**src/rtl/dmar_pkg.sv**
```systemverilog
package dmar_pkg;
  // Which register window the current bus address falls in
  typedef enum logic [1:0] {
    HIT_NONE = 2'd0,
    HIT_ADDR = 2'd1,
    HIT_CNT  = 2'd2
  } dmar_hit_e;
endpackage

```
**src/rtl/dmar_decode.sv**
```systemverilog
module dmar_decode
  import dmar_pkg::*;
#(
  parameter int REGION_W    = 4,
  parameter int ADDR_REGION = 13,
  parameter int CNT_REGION  = 6
) (
  input  logic [REGION_W-1:0] region,
  output dmar_hit_e           hit
);
  localparam logic [REGION_W-1:0] ADDR_CODE = REGION_W'(ADDR_REGION);
  localparam logic [REGION_W-1:0] CNT_CODE  = REGION_W'(CNT_REGION);

  always_comb begin
    if (region == ADDR_CODE)     hit = HIT_ADDR;
    else if (region == CNT_CODE) hit = HIT_CNT;
    else                         hit = HIT_NONE;
  end
endmodule

```
**src/rtl/dmar_addr_reg.sv**
```systemverilog
module dmar_addr_reg #(
  parameter int BUS_AW  = 24,
  parameter int ADDR_W  = 22,
  parameter int SPLIT   = 9,
  parameter int SEL_BIT = 14
) (
  input  logic              clk,
  input  logic              rst_n,
  input  logic              load,
  input  logic [BUS_AW-1:0] bus_addr,
  input  logic              step,
  output logic [ADDR_W-1:0] addr_q
);
  localparam int HI_W = ADDR_W - SPLIT;

  // Bits of the write address that select nothing here
  logic unused_bus_bits;
  assign unused_bus_bits = ^{bus_addr[BUS_AW-1:SEL_BIT+1], bus_addr[0]};

  function automatic logic [ADDR_W-1:0] merge_upper(logic [ADDR_W-1:0] cur,
                                                    logic [BUS_AW-1:0] wa);
    logic [ADDR_W-1:0] r;
    r = cur;
    r[ADDR_W-1:SPLIT] = wa[HI_W:1];
    return r;
  endfunction

  function automatic logic [ADDR_W-1:0] merge_lower(logic [ADDR_W-1:0] cur,
                                                    logic [BUS_AW-1:0] wa);
    logic [ADDR_W-1:0] r;
    r = cur;
    r[SPLIT-1:1] = wa[SPLIT-1:1];
    r[0] = 1'b0;
    return r;
  endfunction

  function automatic logic [ADDR_W-1:0] next_word(logic [ADDR_W-1:0] cur);
    return cur + ADDR_W'(2);
  endfunction

  logic load_upper, load_lower;
  assign load_upper = load &  bus_addr[SEL_BIT];
  assign load_lower = load & ~bus_addr[SEL_BIT];

  always_ff @(posedge clk) begin
    if (!rst_n)          addr_q <= '0;
    else if (load_upper) addr_q <= merge_upper(addr_q, bus_addr);
    else if (load_lower) addr_q <= merge_lower(addr_q, bus_addr);
    else if (step)       addr_q <= next_word(addr_q);
  end

  assert_even_address_R3: assert property (@(posedge clk) disable iff (!rst_n)
    addr_q[0] == 1'b0);

  assert_upper_load_R1: assert property (@(posedge clk) disable iff (!rst_n)
    load_upper |=> (addr_q[SPLIT-1:0] == $past(addr_q[SPLIT-1:0])) &&
                   (addr_q[ADDR_W-1:SPLIT] == $past(bus_addr[HI_W:1])));

  assert_lower_load_R2: assert property (@(posedge clk) disable iff (!rst_n)
    load_lower |=> (addr_q[ADDR_W-1:SPLIT] == $past(addr_q[ADDR_W-1:SPLIT])) &&
                   (addr_q[SPLIT-1:1] == $past(bus_addr[SPLIT-1:1])));

  assert_word_advance_R7: assert property (@(posedge clk) disable iff (!rst_n)
    (step && !load) |=> addr_q == ADDR_W'($past(addr_q) + ADDR_W'(2)));
endmodule

```
**src/rtl/dmar_count_reg.sv**
```systemverilog
module dmar_count_reg #(
  parameter int DATA_W = 16,
  parameter int CNT_W  = 14
) (
  input  logic              clk,
  input  logic              rst_n,
  input  logic              load,
  input  logic [DATA_W-1:0] wdata,
  input  logic              step,
  output logic [CNT_W-1:0]  count_q,
  output logic              dir_q,
  output logic              en_q
);
  localparam int DIR_BIT = CNT_W;
  localparam int EN_BIT  = CNT_W + 1;

  logic unused_data_bits;
  generate
    if (DATA_W > EN_BIT + 1) begin : g_spare
      assign unused_data_bits = ^wdata[DATA_W-1:EN_BIT+1];
    end else begin : g_nospare
      assign unused_data_bits = 1'b0;
    end
  endgenerate

  function automatic logic [CNT_W-1:0] bump(logic [CNT_W-1:0] v);
    return v + CNT_W'(1);
  endfunction

  always_ff @(posedge clk) begin
    if (!rst_n) begin
      count_q <= '0;
      dir_q   <= 1'b0;
      en_q    <= 1'b0;
    end else if (load) begin
      count_q <= bump(wdata[CNT_W-1:0]);
      dir_q   <= wdata[DIR_BIT];
      en_q    <= wdata[EN_BIT];
    end else if (step) begin
      count_q <= bump(count_q);
    end
  end

  assert_load_fields_R4: assert property (@(posedge clk) disable iff (!rst_n)
    load |=> (dir_q == $past(wdata[DIR_BIT])) && (en_q == $past(wdata[EN_BIT])));

  assert_post_write_step_R5: assert property (@(posedge clk) disable iff (!rst_n)
    load |=> count_q == CNT_W'($past(wdata[CNT_W-1:0]) + CNT_W'(1)));

  assert_step_count_R7: assert property (@(posedge clk) disable iff (!rst_n)
    (step && !load) |=> (count_q == CNT_W'($past(count_q) + CNT_W'(1))) &&
                        $stable(dir_q) && $stable(en_q));
endmodule

```
**src/rtl/dma_addr_count_regs.sv**
```systemverilog
module dma_addr_count_regs
  import dmar_pkg::*;
#(
  parameter int BUS_AW      = 24,
  parameter int DATA_W      = 16,
  parameter int ADDR_W      = 22,
  parameter int CNT_W       = 14,
  parameter int SPLIT       = 9,
  parameter int SEL_BIT     = 14,
  parameter int REGION_LSB  = 16,
  parameter int REGION_W    = 4,
  parameter int ADDR_REGION = 13,
  parameter int CNT_REGION  = 6
) (
  input  logic              clk,
  input  logic              rst_n,
  input  logic              bus_wr,
  input  logic              bus_rd,
  input  logic [BUS_AW-1:0] bus_addr,
  input  logic [DATA_W-1:0] bus_wdata,
  input  logic              dma_step,
  output logic [ADDR_W-1:0] dma_addr,
  output logic [CNT_W-1:0]  dma_count,
  output logic              dma_dir,
  output logic              dma_en,
  output logic [DATA_W-1:0] bus_rdata
);
  localparam int FILL_W = DATA_W - CNT_W;

  dmar_hit_e hit;

  dmar_decode #(
    .REGION_W   (REGION_W),
    .ADDR_REGION(ADDR_REGION),
    .CNT_REGION (CNT_REGION)
  ) u_decode (
    .region(bus_addr[REGION_LSB +: REGION_W]),
    .hit   (hit)
  );

  // Named events for the assertions
  logic wr_addr_hit, wr_cnt_hit, any_reg_wr, step_ok, rd_cnt_hit;
  assign wr_addr_hit = bus_wr && (hit == HIT_ADDR);
  assign wr_cnt_hit  = bus_wr && (hit == HIT_CNT);
  assign any_reg_wr  = wr_addr_hit || wr_cnt_hit;
  assign step_ok     = dma_step && !any_reg_wr;
  assign rd_cnt_hit  = bus_rd && (hit == HIT_CNT);

  dmar_addr_reg #(
    .BUS_AW (BUS_AW),
    .ADDR_W (ADDR_W),
    .SPLIT  (SPLIT),
    .SEL_BIT(SEL_BIT)
  ) u_addr (
    .clk     (clk),
    .rst_n   (rst_n),
    .load    (wr_addr_hit),
    .bus_addr(bus_addr),
    .step    (step_ok),
    .addr_q  (dma_addr)
  );

  dmar_count_reg #(
    .DATA_W(DATA_W),
    .CNT_W (CNT_W)
  ) u_count (
    .clk    (clk),
    .rst_n  (rst_n),
    .load   (wr_cnt_hit),
    .wdata  (bus_wdata),
    .step   (step_ok),
    .count_q(dma_count),
    .dir_q  (dma_dir),
    .en_q   (dma_en)
  );

  always_comb begin
    if (rd_cnt_hit) bus_rdata = {{FILL_W{1'b1}}, dma_count};
    else            bus_rdata = '0;
  end

  assert_write_beats_step_R8: assert property (@(posedge clk) disable iff (!rst_n)
    (wr_addr_hit && dma_step) |=> (dma_count == $past(dma_count)));

  assert_count_write_holds_addr_R8: assert property (@(posedge clk) disable iff (!rst_n)
    (wr_cnt_hit && dma_step) |=> (dma_addr == $past(dma_addr)));

  assert_foreign_write_R10: assert property (@(posedge clk) disable iff (!rst_n)
    (bus_wr && (hit == HIT_NONE) && !dma_step) |=>
      $stable(dma_addr) && $stable(dma_count) && $stable(dma_dir) && $stable(dma_en));

  assert_read_fill_R6: assert property (@(posedge clk) disable iff (!rst_n)
    rd_cnt_hit |-> (bus_rdata[DATA_W-1:CNT_W] == {FILL_W{1'b1}}));

  assert_reset_clear_R9: assert property (@(posedge clk)
    !rst_n |=> (dma_addr == '0) && (dma_count == '0) && !dma_dir && !dma_en);
endmodule

```
**config.mk**
```make
export PLATFORM = sky130hd
export DESIGN_NAME = dma_addr_count_regs
export DESIGN_NICKNAME = d
export VERILOG_FILES = /design/src/rtl/dmar_pkg.sv /design/src/rtl/dmar_decode.sv /design/src/rtl/dmar_addr_reg.sv /design/src/rtl/dmar_count_reg.sv /design/src/rtl/dma_addr_count_regs.sv
export SDC_FILE = /design/constraint.sdc
export NUM_CORES = 1
export LEC_CHECK = 0
export BUFFER_PORTS_ARGS = -buffer_cell sky130_fd_sc_hd__buf_2
export CAP_MARGIN = 20
export CORE_MARGIN = 2
export CORE_UTILIZATION = 45
export DETAILED_ROUTE_END_ITERATION = 12
export GPL_TIMING_DRIVEN = 0
export PLACE_DENSITY = 0.77
export SETUP_SLACK_MARGIN = 0.15
export SYNTH_ARGS = -nofsm -noshare
export SYNTH_HDL_FRONTEND = slang
export SYNTH_HIERARCHICAL = 1
export SYNTH_SLANG_ARGS = --single-unit
```
**constraint.sdc**
```tcl
create_clock -name clk -period 3.5 [get_ports clk]
set_input_delay 1.05 -clock clk [delete_from_list [all_inputs] [get_ports clk]]
set_output_delay 1.05 -clock clk [all_outputs]
set_load 0.02 [all_outputs]
```
==> results.sh, run 1 <==
export IMPL_min_from="u_addr/addr_q[0]$_SDFFE_PN0P_"
export IMPL_drc=0
export IMPL_crit_type="input port to register"
export IMPL_cp_start_kind="input port"
export IMPL_yosys_cell_count_top_type="dfxtp_1"
export IMPL_end_kind="register"
export IMPL_rsz0062_at_grt="false"
export IMPL_nNetsFinal=485
export IMPL_finalPower_w=0.0009450
export IMPL_drt_iter0_markers=189
export IMPL_relSlewSlack_pct=43.53
export IMPL_fmax_ghz=0.3023
export IMPL_die_w_um=81.19
export IMPL_num_vias=3053
export IMPL_layout_drive_gt1_share_pct=33.18
export IMPL_yosys_warnings=6
export IMPL_irDropWorstVdd_v=0.0001558
export IMPL_synth_distinct_cells=62
export IMPL_yosysTopAreaCell="dfxtp_1"
export IMPL_place_area_um2=3248
export IMPL_worstPathRequired_ns=3.72
export IMPL_hold_buffers=0
export IMPL_setup_viol=0
export IMPL_synth_avg_cell_area_um2=8.076
export IMPL_syn_nets=379
export IMPL_setup_slack_ns=0.1925
export IMPL_async_reset_ff_share_pct=0
export IMPL_grt_antenna_before_repair=0
export IMPL_first_pass_iters=6
export IMPL_place_ws_ns=-0.2652
export IMPL_wl_per_cell_um=15.77
export IMPL_grt_pass1_wl_um=12640
export IMPL_design_die_area_um2=6592
export IMPL_coreArea_um2=5851
export IMPL_r2r_start="u_addr/addr_q[1]$_SDFFE_PN0P_"
export IMPL_layout_min_cycle_time_ns=3.307
export IMPL_clock_skew_ns=0.007183
export IMPL_grt_ovfl_total=0
export IMPL_hold_violations=0
export IMPL_use_met2_pct=44.46
export IMPL_synth_common_cells="38 x dfxtp_1, 32 x nand2_1, 21 x a21oi_1, 21 x nor2_1, 16 x nand3_1"
export IMPL_dieHeight_um=81.19
export IMPL_numPortBuffers=90
export IMPL_numCtsBuffers=5
export IMPL_fin_crit_sh_pct=94.50
export IMPL_clock_sinks=38
export IMPL_leakagePower_nw=1.548
export IMPL_diodes=0
export IMPL_insertion_delay_ns=0.29
export IMPL_fin_tns_setup_ns=0
export IMPL_postLayoutCellArea_um2=3422
export IMPL_status="finished, final reports clean"
export IMPL_path_clk_slew_ns=0.08
export IMPL_cts_root_buf="clkbuf_8"
export IMPL_io_pins=99
export IMPL_rows=28
export IMPL_htreeDepth=2
export IMPL_ys_flop_type="dfxtp_1"
export IMPL_dp_hpwl_um=6010
export IMPL_grt_util_met1_pct=28.92
export IMPL_crit_fanout=10
export IMPL_ys_ff_latch=38
export IMPL_maxCapViolations=0
export IMPL_ys_top_cells_by_area="dfxtp_1 28%, nand2_1 4.5%, a21oi_1 3.9%, nand3_1 3.0%, and2_4 2.9%"
export IMPL_ant_nets=0
export IMPL_clk_path_buf_depth=2
export IMPL_initial_utilization_pct=45.83
export IMPL_gp_congestion=0.9504
export IMPL_grt_pass1_vias=2688
export IMPL_viasPerCell=5.963
export IMPL_busiest_layer="met2"
export IMPL_cp_arrival_ns=3.53
export IMPL_worst_slew_pin_slew_ns=0.8393
export IMPL_synth_top_area_share_pct=28.37
export IMPL_hp_class="register to register"
export IMPL_p_per_area_nw_per_um2=276.1
export IMPL_cts_tree="yes"
export IMPL_finalWirelength_um=8075
export IMPL_grtUsageMet3_pct=4.111
export IMPL_grt_max_degree=12
export IMPL_synth_edf_count=0
export IMPL_slew_violations=0
export IMPL_yosysSeqAreaShare_pct=28.37
export IMPL_postSynthCellCount=332
export IMPL_startpoint="bus_addr[17]"
export IMPL_synth_area_um2=2681
export IMPL_grt_total_usage_pct=24.51
export IMPL_synthToLayoutAreaGrowth_pct=27.62
[timing repair]
action,CTS,global route
setup buffers,2,7
endpoints found under the setup margin,3,4
resized for setup,0,3
pin swaps,1,4
[registers in the layout, indices dropped and copies added, names as in the netlist]
register	flops
u_addr/addr_q	22
u_count/count_q	14
u_count/dir_q	1
u_count/en_q	1
[routing by layer]
layer  vias up  wire length [um]
met1      1395              3161
met4         0               155
li1       1462                 -
met2       177              4050
met5         -                 0
met3        19               708
[kinds of logic (layout without fill, tap and decap cells)]
family,Yosys count,count (layout),share of synthesized area [%]
muxes,12,12,4.713
xor gates and xnor gates,14,14,4.573
buffers and inverters,33,138,6.066
DFF,38,38,28.37
AOI/OAI and AO/OA,90,90,23.89
and+or+nand+nor,143,143,31.45
adders and majority gates,2,2,0.9331
[placed cells by master (no fill, tap or decap), drive strengths merged, types with 6 or more instances in the layout]
cell type and n:
o21ai 13, mux2i 7, nor2 21, and3 8, or3 6, inv 10
nand2 32, and2 15, nand4 8, nand3 16, or4 6, buf 110
a31oi 8, nor3 7, dfxtp 38, xor2 9, clkbuf 18, a21oi 21
[worst max-delay path: stages]
cell and delay (ns):
buf_2 0.11, and4b_2 0.30, and3b_2 0.22, buf_6 0.12, buf_8 0.12, buf_8 0.13
mux2_4 0.21, ha_4 0.16, nand4_1 0.20, a221oi_4 0.34, buf_6 0.17, nand4_1 0.10
xor2_1 0.16, o22ai_1 0.14
[per-stage QoR]
step,hold slack (ns),utilization (%),std cells
after floorplan,0.5581,-,332
after global placement,0.4668,55.52,497
after detailed placement,0.4681,55.52,497
after CTS,0.4822,57.19,505
after global routing,0.5065,58.49,512
final,0.4818,58.49,512
[final timing paths]
kind / endpoint / depth (start not counted) / slack (ns)
worst min-delay path: u_addr/addr_q[0]$_SDFFE_PN0P_ / 1 / 0.48
worst max-delay path: u_count/count_q[12]$_SDFFE_PN0P_ / 14 / 0.19
worst max register to register: u_addr/addr_q[21]$_SDFFE_PN0P_ / 6 / 1.27
worst min register to register: u_addr/addr_q[0]$_SDFFE_PN0P_ / 1 / 0.48
[area by class of cell]
type | instances | area, um^2
buffer | 23 | 138.9
fill | 544 | 2429
timing repair buffer | 99 | 534.3
inverter | 10 | 37.54
sequential | 38 | 760.7
multi-input combinational | 261 | 1774
clock buffer | 6 | 82.58
tap | 75 | 93.84
[power breakdown]
group | total [W] | switching, W | internal, W
Sequential | 0.000466 | 0.0000199 | 0.000446
Clock | 0.000312 | 0.000160 | 0.000152
Combinational | 0.000166 | 0.000101 | 0.0000655
Note: power is estimated with default switching activity, not from simulation.
==> run 2: changes to the inputs <==
CORE_UTILIZATION = 46   (was 45)
SYNTH_HIERARCHICAL = default   (was 1)
==> run 2 against run 1 <==
Via count up 18%. First-iteration DRC count rose by 12%. Sequential power fell by 1%. Sequential cell count did not move. Cell count grew 9.8%. Worst setup slack better by 0.0098 ns. Worst hold slack lost 0.027 ns. Clock-buffer cell count rose by 2. Cell area grew 8.3%. Non-clock buffer count increased by 1. Power is 7.3% higher.
==> results.sh, run 2 <==
export IMPL_min_from="u_count.en_q$_SDFFE_PN0N_"
export IMPL_synth_top_area_share_pct=26.61
export IMPL_wl_per_cell_um=17.93
export IMPL_cts_root_buf="clkbuf_8"
export IMPL_grt_total_usage_pct=27.67
export IMPL_crit_type="input port to primary output"
export IMPL_place_ws_ns=-0.3878
export IMPL_dr_max_layer_used="met4"
export IMPL_wirelength_met1_um=4080
export IMPL_grt_pass1_wl_um=15870
export IMPL_setup_viol=0
export IMPL_r2r_start="u_count.count_q[3]$_SDFFE_PN0P_"
export IMPL_yosys_warnings=0
export IMPL_io_pins=99
export IMPL_insertion_delay_ns=0.30
export IMPL_worst_slew_pin_slew_ns=0.6854
export IMPL_dieHeight_um=82.84
export IMPL_dr_wl_met2_um=4858
export IMPL_finalWirelength_um=10080
export IMPL_layout_min_cycle_time_ns=3.298
export IMPL_drc=0
export IMPL_whs_ns=0.4550
export IMPL_clock_skew_ns=0.007825
export IMPL_drt_iter0_markers=211
export IMPL_largest_register_ffs=22
export IMPL_synth_edf_count=0
export IMPL_maxCapViolations=0
export IMPL_viasPerCell=6.409
export IMPL_postSynthCellCount=376
export IMPL_p_per_area_nw_per_um2=273.5
export IMPL_htreeDepth=2
export IMPL_dr_wl_met3_um=891
export IMPL_clock_sinks=38
export IMPL_syn_nets=424
export IMPL_initial_utilization_pct=48.00
export IMPL_clk_path_buf_depth=2
export IMPL_irDropWorstVdd_v=0.0001898
export IMPL_final_common_cell="buf_2"
export IMPL_crit_fanout=11
export IMPL_finalPower_w=0.001014
export IMPL_whs_endpoint="u_count.en_q$_SDFFE_PN0N_"
export IMPL_numCtsBuffers=5
export IMPL_dp_hpwl_um=7370
export IMPL_nNetsFinal=534
export IMPL_synth_common_cells="50 x nand2_1, 38 x dfxtp_1, 24 x nand3_1, 23 x and2_1, 20 x a21oi_1"
export IMPL_grt_antenna_before_repair=0
export IMPL_fin_tns_setup_ns=0
export IMPL_fin_util_pct=62.25
export IMPL_r2r_end="u_count.count_q[13]$_SDFFE_PN0P_"
export IMPL_hp_class="register to register"
export IMPL_async_reset_ff_share_pct=0
export IMPL_design_die_area_um2=6862
export IMPL_diodes=0
export IMPL_cp_arrival_ns=2.25
export IMPL_fin_crit_sh_pct=94.22
export IMPL_leakagePower_nw=1.502
export IMPL_end_kind="primary output"
export IMPL_rr_worst_depth=5
export IMPL_synth_distinct_cells=67
export IMPL_startpoint="bus_addr[16]"
export IMPL_rrSetupSlack_ns=1.34
export IMPL_path_clk_slew_ns=0.08
export IMPL_grt_max_degree=12
export IMPL_gp_congestion=0.9149
export IMPL_layout_drive_gt1_share_pct=29.98
export IMPL_regMostFlops="u_addr.addr_q"
export IMPL_yosys_cell_count_top_type="nand2_1"
export IMPL_numPortBuffers=92
export IMPL_hold_violations=0
export IMPL_worstPathRequired_ns=2.45
export IMPL_grt_ovfl_total=0
export IMPL_ys_top_cells_by_area="dfxtp_1 27%, nand2_1 6.6%, and2_1 5.0%, nand3_1 4.2%, nand4_1 3.7%"
export IMPL_synth_area_um2=2859
export IMPL_whs_path_depth=2
export IMPL_yosysSeqAreaShare_pct=26.61
export IMPL_synth_avg_cell_area_um2=7.604
export IMPL_first_pass_iters=5
export IMPL_cts_tree="yes"
export IMPL_grt_pass1_vias=3222
export IMPL_ys_flop_type="dfxtp_1"
export IMPL_synthToLayoutAreaGrowth_pct=29.67
export IMPL_ant_nets=0
export IMPL_slew_violations=0
export IMPL_fmax_ghz=0.3032
export IMPL_rsz0062_at_grt="true"
export IMPL_ys_ff_latch=38
export IMPL_die_w_um=82.84
export IMPL_reg_top3="u_addr.addr_q x22, u_count.count_q x14"
export IMPL_coreArea_um2=5956
export IMPL_setup_slack_ns=0.2023
export IMPL_final_cell_mix="93 x buf_2, 49 x nand2_1, 38 x dfxtp_1"
export IMPL_hold_buffers=0
export IMPL_num_vias=3602
export IMPL_cp_start_kind="input port"
export IMPL_yosysTopAreaCell="dfxtp_1"
export IMPL_relSlewSlack_pct=53.82
export IMPL_rows=28
export IMPL_status="finished, final reports clean"
run 2: area by class of cell:
class,instances,area (um^2)
Sequential cell,38,760.7
Inverter,9,33.78
Multi-Input combinational cell,309,2021
Tap cell,75,93.84
Clock buffer,8,110.1
Buffer,20,140.1
Timing Repair Buffer,103,548.0
Fill cell,541,2248
run 2: critical path, cell delays in order:
cell      delay [ns]
buf_2           0.14
nor3b_4         0.22
buf_6           0.16
and3_4          0.23
clkbuf_8        0.16
and2_1          0.12
buf_2           0.15
run 2: kinds of logic after synthesis:
family	after synthesis	synth area share [%]
AOI/OAI and AO/OA	116	28.71
xor gates and xnor gates	7	2.144
adders and majority gates	3	1.313
buffers and inverters	29	4.595
DFF	38	26.61
muxes	7	2.538
and+or+nand+nor	176	34.09
run 2: report_power, final:
group | internal [W] | switching (W)
clock network | 0.000199 | 0.000173
logic | 0.0000661 | 0.000116
registers | 0.000443 | 0.0000163
total | 0.000709 | 0.000305
run 2: routing by layer:
metal / up-vias / global-route usage (%)
met5: - / 0
met4: 0 / 9.389
met3: 27 / 4.672
met2: 205 / 47.43
met1: 1700 / 35.12
li1: 1670 / -
run 2: repair_timing:
action | in CTS | in global routing
endpoints found under the setup margin | 18 | 12
buffers inserted | 2 | 9
gates resized for setup | 10 | 4
pin swaps | 2 | 4
run 2: metrics by stage:
| step | cells | cell area [um^2] |
|---|---|---|
| 6_report | 562 | 3707 |
| 5_1_grt | 562 | 3707 |
| 4_1_cts | 553 | 3632 |
| 3_5_place_dp | 543 | 3476 |
| 3_3_place_gp | 543 | 3476 |
| 2_1_floorplan | 376 | 2922 |
run 2: worst max-delay path by stage:
stage / end / slack (ns) / cells after the start
after floorplan: u_count.count_q[12]$_SDFFE_PN0P_ / 0.16 / 14
after global placement: u_count.count_q[12]$_SDFFE_PN0P_ / -0.37 / 14
after detailed placement: u_count.count_q[12]$_SDFFE_PN0P_ / -0.39 / 14
after CTS: bus_rdata[5] / 0.18 / 7
after global routing: bus_rdata[7] / 0.13 / 7
final: bus_rdata[12] / 0.20 / 7
==> run 3: changes to the inputs <==
MAX_ROUTING_LAYER = met4   (was default)
==> run 3 against run 2 <==
First-iteration DRC count grew 54%. Combinational power is essentially flat. Register-to-register slack lost 0.17 ns. Via count shrank 1.6%. Routed wire length shrank 0.93%. Maximum frequency grew 0.82%. Power shrank 3.8%. Worst setup slack gained 0.027 ns. Cell count shrank 0.53%. Non-clock buffer count shrank 3. Critical path depth is the same. Sequential power is essentially flat.
==> results.sh, run 3 (synthesis results as in run 2) <==
export IMPL_path_clk_slew_ns=0.09
export IMPL_synthToLayoutAreaGrowth_pct=28.75
export IMPL_cts_root_buf="clkbuf_8"
export IMPL_rows=28
export IMPL_cp_start_kind="input port"
export IMPL_grt_max_degree=13
export IMPL_numCtsBuffers=5
export IMPL_diodes=0
export IMPL_layout_drive_gt1_share_pct=29.55
export IMPL_largest_register_ffs=22
export IMPL_crit_type="input port to primary output"
export IMPL_reg_top3="u_addr.addr_q x22, u_count.count_q x14"
export IMPL_num_vias=3544
export IMPL_clk_path_buf_depth=2
export IMPL_place_ws_ns=-0.4094
export IMPL_gp_congestion=0.9152
export IMPL_hp_class="register to register"
export IMPL_numPortBuffers=92
export IMPL_dp_hpwl_um=7449
export IMPL_drc=0
export IMPL_relSlewSlack_pct=50.11
export IMPL_viasPerCell=6.340
export IMPL_ant_nets=0
export IMPL_p_per_area_nw_per_um2=264.8
export IMPL_hold_buffers=0
export IMPL_grt_util_met1_pct=37.36
export IMPL_hold_violations=0
export IMPL_drt_iter0_markers=324
export IMPL_first_pass_iters=5
export IMPL_cpPeakStageDelay_ns=0.25
export IMPL_clock_skew_ns=0.006723
export IMPL_cpMaxStageDelayCell="nor3b_4"
export IMPL_worstPathRequired_ns=2.45
export IMPL_crit_fanout=6
export IMPL_leakagePower_nw=1.478
export IMPL_setup_viol=0
export IMPL_slew_violations=0
export IMPL_design_die_area_um2=6862
export IMPL_use_met2_pct=48.75
export IMPL_htreeDepth=2
export IMPL_fmax_ghz=0.3057
export IMPL_grt_pass1_vias=3301
export IMPL_fin_util_pct=61.81
export IMPL_coreArea_um2=5956
export IMPL_end_kind="primary output"
export IMPL_path_cells="buf_2 -> nor3b_4 -> buf_6 -> and3_4 -> buf_4 -> and2_1 -> buf_2"
export IMPL_whs_ns=0.4696
export IMPL_grt_ovfl_total=0
export IMPL_regMostFlops="u_addr.addr_q"
export IMPL_die_w_um=82.84
export IMPL_cp_common_cell="buf_2"
export IMPL_grtUsageMet3_pct=3.976
export IMPL_rsz0062_at_grt="true"
export IMPL_insertion_delay_ns=0.29
export IMPL_cts_tree="yes"
export IMPL_status="finished, final reports clean"
export IMPL_dieHeight_um=82.84
export IMPL_grt_antenna_before_repair=0
export IMPL_fillCellCount=549
export IMPL_cp_arrival_ns=2.22
export IMPL_startpoint="bus_addr[16]"
export IMPL_worst_slew_pin_slew_ns=0.7295
export IMPL_setup_slack_ns=0.2291
export IMPL_fin_crit_sh_pct=93.45
export IMPL_finalWirelength_um=9984
export IMPL_wl_per_cell_um=17.86
export IMPL_busiest_layer="met2"
export IMPL_io_pins=99
export IMPL_min_from="u_count.dir_q$_SDFFE_PN0N_"
export IMPL_grt_pass1_wl_um=16460
export IMPL_clock_sinks=38
export IMPL_r2r_start="u_count.count_q[3]$_SDFFE_PN0P_"
export IMPL_final_cell_mix="89 x buf_2, 49 x nand2_1, 38 x dfxtp_1"
export IMPL_final_common_cell="buf_2"
export IMPL_layout_min_cycle_time_ns=3.271
export IMPL_initial_utilization_pct=48.00
export IMPL_maxCapViolations=0
export IMPL_nNetsFinal=531
export IMPL_grt_total_usage_pct=29.59
export IMPL_irDropWorstVdd_v=0.0002028
## run 3: changes by cell type in the layout (fill, tap and decap cells not counted)
cell | before | now
buf_2 | 93 | 89
clkbuf_8 | 10 | 7
clkinv_2 | 0 | 1
clkinvlp_4 | 0 | 1
clkbuf_4 | 1 | 2
buf_8 | 0 | 1
## run 3: final cells by class
type | count | area (um^2) | share of cell area [%]
Buffer | 20 | 143.9 | 3.909
Clock buffer | 6 | 82.58 | 2.243
Clock inverter | 2 | 12.51 | 0.3399
Inverter | 9 | 33.78 | 0.9177
Multi-Input combinational cell | 309 | 2021 | 54.89
Sequential cell | 38 | 760.7 | 20.67
Tap cell | 75 | 93.84 | 2.549
Timing Repair Buffer | 100 | 533.0 | 14.48
## run 3: final timing paths
| kind | depth (start not counted) | slack (ns) | end |
|---|---|---|---|
| setup reg to reg | 5 | 1.17 | u_count.count_q[13]$_SDFFE_PN0P_ |
| hold reg to reg | 2 | 0.47 | u_count.dir_q$_SDFFE_PN0N_ |
| hold / removal | 2 | 0.47 | u_count.dir_q$_SDFFE_PN0N_ |
| setup / recovery | 7 | 0.23 | bus_rdata[3] |
## run 3: power by group
group | total (W) | switching [W] | internal (W)
logic | 0.000179 | 0.000115 | 0.0000644
registers | 0.000460 | 0.0000161 | 0.000443
clock network | 0.000336 | 0.000177 | 0.000159
## run 3: routing by layer
metal  share of wire, %  vias to the layer above
met5                  0                        -
met4                3.1                        0
met3                8.1                       30
met2                 48                      197
met1                 41                     1649
li1                   -                     1668
## run 3: metrics by stage
| stage | area [um^2] | power, W | cells | TNS, ns |
|---|---|---|---|---|
| 3_5_place_dp | 3476 | 0.0006391 | 543 | -4.756 |
| 4_1_cts | 3617 | 0.0009694 | 553 | 0 |
| 5_1_grt | 3681 | 0.001013 | 559 | 0 |
| 2_1_floorplan | 2922 | 0.0005627 | 376 | 0 |
| 3_3_place_gp | 3476 | 0.0006374 | 543 | -3.756 |
| 6_report | 3681 | 0.0009748 | 559 | 0 |
## run 3: worst max-delay path, delay by kind of cell
kind,cells,cell delay [ns]
buf+inv,4,0.59
simple gates,3,0.57
## run 3: what timing repair did
action	in CTS	in global routing
endpoints found under the setup margin	18	12
gates resized for setup	10	9
buffers inserted	2	6
hold endpoints to repair	0	0
gates cloned	0	0
pin swaps	2	5
